--- src/rtl/asm_seq_pkg.sv ---
package asm_seq_pkg;

  // Phase codes; 2'b10 is never used.
  typedef enum logic [1:0] {
    ST_IDLE   = 2'b00,
    ST_COUNT  = 2'b01,
    ST_FINISH = 2'b11
  } seq_state_e;

  localparam int unsigned PHASE_N = 3;

  localparam int unsigned PH_IDLE   = 0;
  localparam int unsigned PH_COUNT  = 1;
  localparam int unsigned PH_FINISH = 2;

endpackage

--- src/rtl/asm_seq_rst_sync.sv ---
module asm_seq_rst_sync #(
  parameter int unsigned STAGES = 2
) (
  input  logic clk,
  input  logic arst_n,
  output logic rst_n_o
);

  logic [STAGES-1:0] shift_q;

  generate
    if (STAGES == 1) begin : g_single
      always_ff @(posedge clk or negedge arst_n) begin
        if (!arst_n) shift_q <= 1'b0;
        else         shift_q <= 1'b1;
      end
    end else begin : g_chain
      always_ff @(posedge clk or negedge arst_n) begin
        if (!arst_n) shift_q <= '0;
        else         shift_q <= {shift_q[STAGES-2:0], 1'b1};
      end
    end
  endgenerate

  assign rst_n_o = shift_q[STAGES-1];

endmodule

--- src/rtl/asm_seq_ctrl.sv ---
module asm_seq_ctrl
  import asm_seq_pkg::*;
(
  input  logic               clk,
  input  logic               rst_n,
  input  logic               start_i,
  input  logic               bit_lo_i,
  input  logic               bit_hi_i,
  output logic               clr_en_o,
  output logic               inc_en_o,
  output logic               fset_en_o,
  output logic [PHASE_N-1:0] phase_o
);

  seq_state_e state_q, state_d;
  logic in_idle, in_count, in_finish;

  // Next-state logic. Decisions look at register values before the update.
  always_comb begin
    state_d = state_q;
    case (state_q)
      ST_IDLE:   state_d = start_i ? ST_COUNT : ST_IDLE;
      ST_COUNT:  state_d = (bit_lo_i && bit_hi_i) ? ST_FINISH : ST_COUNT;
      ST_FINISH: state_d = ST_IDLE;
      default:   state_d = ST_IDLE;
    endcase
  end

  always_ff @(posedge clk or negedge rst_n) begin
    if (!rst_n) state_q <= ST_IDLE;
    else        state_q <= state_d;
  end

  assign in_idle   = (state_q == ST_IDLE);
  assign in_count  = (state_q == ST_COUNT);
  assign in_finish = (state_q == ST_FINISH);

  assign clr_en_o  = in_idle && start_i;
  assign inc_en_o  = in_count;
  assign fset_en_o = in_finish;

  always_comb begin
    phase_o            = '0;
    phase_o[PH_IDLE]   = in_idle;
    phase_o[PH_COUNT]  = in_count;
    phase_o[PH_FINISH] = in_finish;
  end

endmodule

--- src/rtl/asm_seq_dp.sv ---
module asm_seq_dp #(
  parameter int unsigned CNT_W  = 4,
  parameter int unsigned LO_BIT = 1
) (
  input  logic             clk,
  input  logic             rst_n,
  input  logic             clr_en_i,
  input  logic             inc_en_i,
  input  logic             fset_en_i,
  output logic [CNT_W-1:0] count_o,
  output logic             e_flag_o,
  output logic             f_flag_o
);

  localparam logic [CNT_W-1:0] ONE = CNT_W'(1);

  logic [CNT_W-1:0] count_q;
  logic             e_q, f_q;

  // Count register: clear on start, increment while counting.
  always_ff @(posedge clk or negedge rst_n) begin
    if (!rst_n)        count_q <= '0;
    else if (clr_en_i) count_q <= '0;
    else if (inc_en_i) count_q <= count_q + ONE;
  end

  // Tracking flag: takes the pre-increment bit while counting.
  always_ff @(posedge clk or negedge rst_n) begin
    if (!rst_n)        e_q <= 1'b0;
    else if (inc_en_i) e_q <= count_q[LO_BIT];
  end

  // Finish flag: cleared on start, set in the finish phase.
  always_ff @(posedge clk or negedge rst_n) begin
    if (!rst_n)         f_q <= 1'b0;
    else if (clr_en_i)  f_q <= 1'b0;
    else if (fset_en_i) f_q <= 1'b1;
  end

  assign count_o  = count_q;
  assign e_flag_o = e_q;
  assign f_flag_o = f_q;

endmodule

--- src/rtl/asm_count_seq.sv ---
module asm_count_seq
  import asm_seq_pkg::*;
#(
  parameter int unsigned CNT_W      = 4,
  parameter int unsigned LO_BIT     = 1,
  parameter int unsigned HI_BIT     = 2,
  parameter int unsigned RST_STAGES = 2
) (
  input  logic             clk,
  input  logic             rst_n,
  input  logic             start_i,
  output logic [CNT_W-1:0] count_o,
  output logic             e_flag_o,
  output logic             f_flag_o,
  output logic [2:0]       phase_o
);

  logic             rst_core_n;
  logic             clr_en, inc_en, fset_en;
  logic [CNT_W-1:0] count_w;

  asm_seq_rst_sync #(.STAGES(RST_STAGES)) u_rst (
    .clk     (clk),
    .arst_n  (rst_n),
    .rst_n_o (rst_core_n)
  );

  asm_seq_ctrl u_ctrl (
    .clk       (clk),
    .rst_n     (rst_core_n),
    .start_i   (start_i),
    .bit_lo_i  (count_w[LO_BIT]),
    .bit_hi_i  (count_w[HI_BIT]),
    .clr_en_o  (clr_en),
    .inc_en_o  (inc_en),
    .fset_en_o (fset_en),
    .phase_o   (phase_o)
  );

  asm_seq_dp #(.CNT_W(CNT_W), .LO_BIT(LO_BIT)) u_dp (
    .clk       (clk),
    .rst_n     (rst_core_n),
    .clr_en_i  (clr_en),
    .inc_en_i  (inc_en),
    .fset_en_i (fset_en),
    .count_o   (count_w),
    .e_flag_o  (e_flag_o),
    .f_flag_o  (f_flag_o)
  );

  assign count_o = count_w;

endmodule

--- config.mk ---
export PLATFORM = sky130hd
export DESIGN_NAME = asm_count_seq
export DESIGN_NICKNAME = d
export VERILOG_FILES = /design/src/rtl/asm_seq_pkg.sv /design/src/rtl/asm_seq_rst_sync.sv /design/src/rtl/asm_seq_ctrl.sv /design/src/rtl/asm_seq_dp.sv /design/src/rtl/asm_count_seq.sv
export SDC_FILE = /design/constraint.sdc
export NUM_CORES = 1
export LEC_CHECK = 0
export BUFFER_PORTS_ARGS = -buffer_cell sky130_fd_sc_hd__buf_2
export CAP_MARGIN = 30
export CORE_AREA = 2 2 39 41
export CTS_CLUSTER_SIZE = 24
export DETAILED_ROUTE_END_ITERATION = 10
export DIE_AREA = 0 0 41 43
export MAX_ROUTING_LAYER = met4
export PLACE_DENSITY = 0.6
export SYNTH_ARGS = -nofsm -noshare
export SYNTH_HDL_FRONTEND = slang
export SYNTH_SLANG_ARGS = --single-unit
--- constraint.sdc ---
create_clock -name clk -period 2.54 [get_ports clk]
set_input_delay 0.254 -clock clk [delete_from_list [all_inputs] [get_ports clk]]
set_output_delay 0.254 -clock clk [all_outputs]
set_load 0.02 [all_outputs]
==> results_dict.tcl <==
set metrics [dict create \
    outcome "finished clean" \
    cts.sinks 10 \
    synthAdderAreaFrac_pct 2.72 \
    fin_crit_sh_pct 59.3 \
    num_rows 14 \
    worstPathRequired_ps 2290 \
    powerDensity_mw_per_mm2 1410 \
    post_dp_cell_area_um2 485 \
    setup.worst_path.end_class "output pin" \
    clockBufferDepth 2 \
    worst_ep_arrival_time_ps 1250 \
    grt_pass1_wl_mm 1.18 \
    synth_compound_area_share_pct 8.72 \
    cts-htree-levels 1 \
    synth-seq-area-share_pct 54.5 \
    crit_family "flip-flops" \
    finish.instance_area_um2 518 \
    totalWireLength_um 750 \
    path_class "flip-flop to output pin" \
    vias 302 \
    antenna_left 0 \
    num_antenna_cells 0 \
    synth_top_family_by_area "simple AND/OR/NAND/NOR gates" \
    drc 0 \
    synth.avg_cell_area_um2 12.1 \
    startpoint_type "flip-flop" \
    period_needed_ps 1510 \
    grt_setup_unrepaired "false" \
    synth.mux.area_fraction_pct 7.08 \
    place_ws_ps 1270 \
    die_y_um 43 \
    finalSetupTns_ps 0 \
    root_buffer "clkbuf_4" \
    critPathMaxFanout 7 \
    max_stage_delay_ps 420 \
    skew_ps 1.31 \
    cts_made_buffers 3 \
    place.gp.congestion 0.692 \
    fin_nets 53 \
    wl_per_cell_um 11.9 \
    ys_ff_latch 10 \
    setup_viol 0 \
    grt_pass1_vias 300 \
    clkSlewWorstSetupHoldPaths_ps 60 \
    slew_violations 0 \
    critPathBufInv 1 \
    grt_max_degree 9 \
    grt_usage_pct 10.9 \
    start_util_pct 33.2 \
    synthToLayoutAreaGrowth_pct 12.8 \
    power.leakage_nw 0.261 \
    hpwl_um 549 \
    synthSimpleGateAreaFrac_pct 14.7 \
    syn-num-nets 42 \
    die_width_um 41 \
    port-buffer-count 11 \
    max_freq_mhz 664 \
    cap_violations 0 \
    ios 12 \
    synth_area_um2 459 \
    core_region_area_mm2 0.00138 \
    yosysUniqueCellTypes 19 \
    worstPathCellList "nor2b_2 > buf_2" \
    hold_violations 0 \
    layout_setup_ws_ps 1030 \
    drt_pass1_iterations 4 \
    synth_cells 38 \
    grt_antenna_before_repair 0 \
    overflow 0 \
    cts_tree "yes" \
    layout-drive-gt1-share_pct 36.2 \
    p_total_w 0.000731 \
    clkLatencyLatePin_ps 270 \
    synthXorXnorAreaFrac_pct 0 \
    peakVddDrop_mv 0.479 \
    die_area_mm2 0.00176 \
    critPathSlowestCell "dfrtp_1" \
    yosys_warnings 0 \
    worstHoldPathType "flip-flop to asynchronous set/reset pin" \
    drt_iter0_drc 6 \
    viasPerCell 4.79 \
]
==> layout make-up <==
type,instances,area [µm²]
fillers,138,866
multi-input cells,21,156
clock buffers,3,22.5
well taps,16,20.0
inverters,1,3.75
repair buffers,12,65.1
flip-flops and latches,10,250
==> Yosys cell counts, drive strengths merged <==
cell type	number	area, µm²
dfrtp	10	250
buf	6	48.8
nor2	5	18.8
a21oi	2	10.0
a22o	2	17.5
mux2	2	22.5
and2	1	6.26
and3	1	6.26
conb	1	3.75
ha	1	12.5
inv	1	3.75
mux2i	1	10.0
nand2b	1	6.26
nand4	1	21.3
nor2b	1	8.76
o21ai	1	5.00
o21bai	1	7.51
==> path summary, 6_finish.rpt <==
path,startpoint,to,slack [ps],cells past startpoint
min in group clk,start_i,u_ctrl.state_q[0]$_DFF_PN0_,300,3
worst max-delay path,u_ctrl.state_q[0]$_DFF_PN0_,phase_o[1],1030,2
max in group asynchronous,u_rst.shift_q[1]$_DFF_PN0_,u_dp.f_flag_o$_DFFE_PN0P_,2150,0
worst max register to register,u_dp.count_o[1]$_DFFE_PN0P_,u_dp.count_o[2]$_DFFE_PN0P_,1270,3
worst min register to register,u_rst.shift_q[1]$_DFF_PN0_,u_dp.count_o[2]$_DFFE_PN0P_,140,0
worst min-delay path,u_rst.shift_q[1]$_DFF_PN0_,u_dp.count_o[2]$_DFFE_PN0P_,140,0
==> logic make-up after synthesis <==
group / count (synthesis)
mux: 3
fa+ha+maj: 1
simple gates: 10
compound gates: 6
buf+inv: 7
flops: 10
other cells: 1
==> stage by stage <==
| step | utilization [%] | hold slack [ps] | cells |
|---|---|---|---|
| CTS | 37.4 | 158 | 63 |
| detailed placement | 35.1 | 40.9 | 59 |
| finish | 37.4 | 136 | 63 |
| global route | 37.4 | 173 | 63 |
| global placement | 35.1 | 40.1 | 59 |
| floorplan | - | -41.6 | 38 |
==> report_power, final <==
part	total (W)	switching (W)	leakage, nW	internal (W)
logic	0.000323	0.000183	0.127	0.000140
clock network	0.000109	0.0000540	0.0138	0.0000548
registers	0.000300	0.0000787	0.120	0.000221
total	0.000731	0.000316	0.261	0.000416
==> sequential cells by signal (all words and copies together) (netlist names) <==
signal and flops:
u_rst.shift_q 2, u_dp.e_flag_o 1, u_ctrl.state_q 2, u_dp.count_o 4
u_dp.f_flag_o 1
==> cell usage in the layout (no fill, tap or decap), drive strengths merged <==
cell type	synthesis	routed
inv	1	1
and2	1	1
nand4	1	1
a22o	2	2
nor2	5	5
clkbuf	0	3
o21bai	1	1
nor2b	1	1
buf	6	11
a21oi	2	2
conb	1	1
ha	1	1
o21ai	1	1
dfrtp	10	10
dlygate4sd3	0	1
mux2i	1	1
mux2	2	2
and3	1	1
nand2b	1	1
==> metal layers <==
| metal | GRT usage, % | vias up | wire length [µm] |
|---|---|---|---|
| met5 | - | - | 0 |
| met4 | 8.00 | 0 | 21 |
| met3 | 4.71 | 3 | 49 |
| met2 | 15.0 | 11 | 349 |
| met1 | 12.0 | 144 | 330 |
| li1 | - | 144 | - |
==> repair_timing <==
| item | 4_1_cts | 5_1_grt |
|---|---|---|
| setup buffers | 0 | 0 |
| hold buffers | 1 | 0 |
| hold endpoints to repair | 2 | 0 |
| resized for setup | 0 | 0 |
Power figures use the tool's default switching activity.
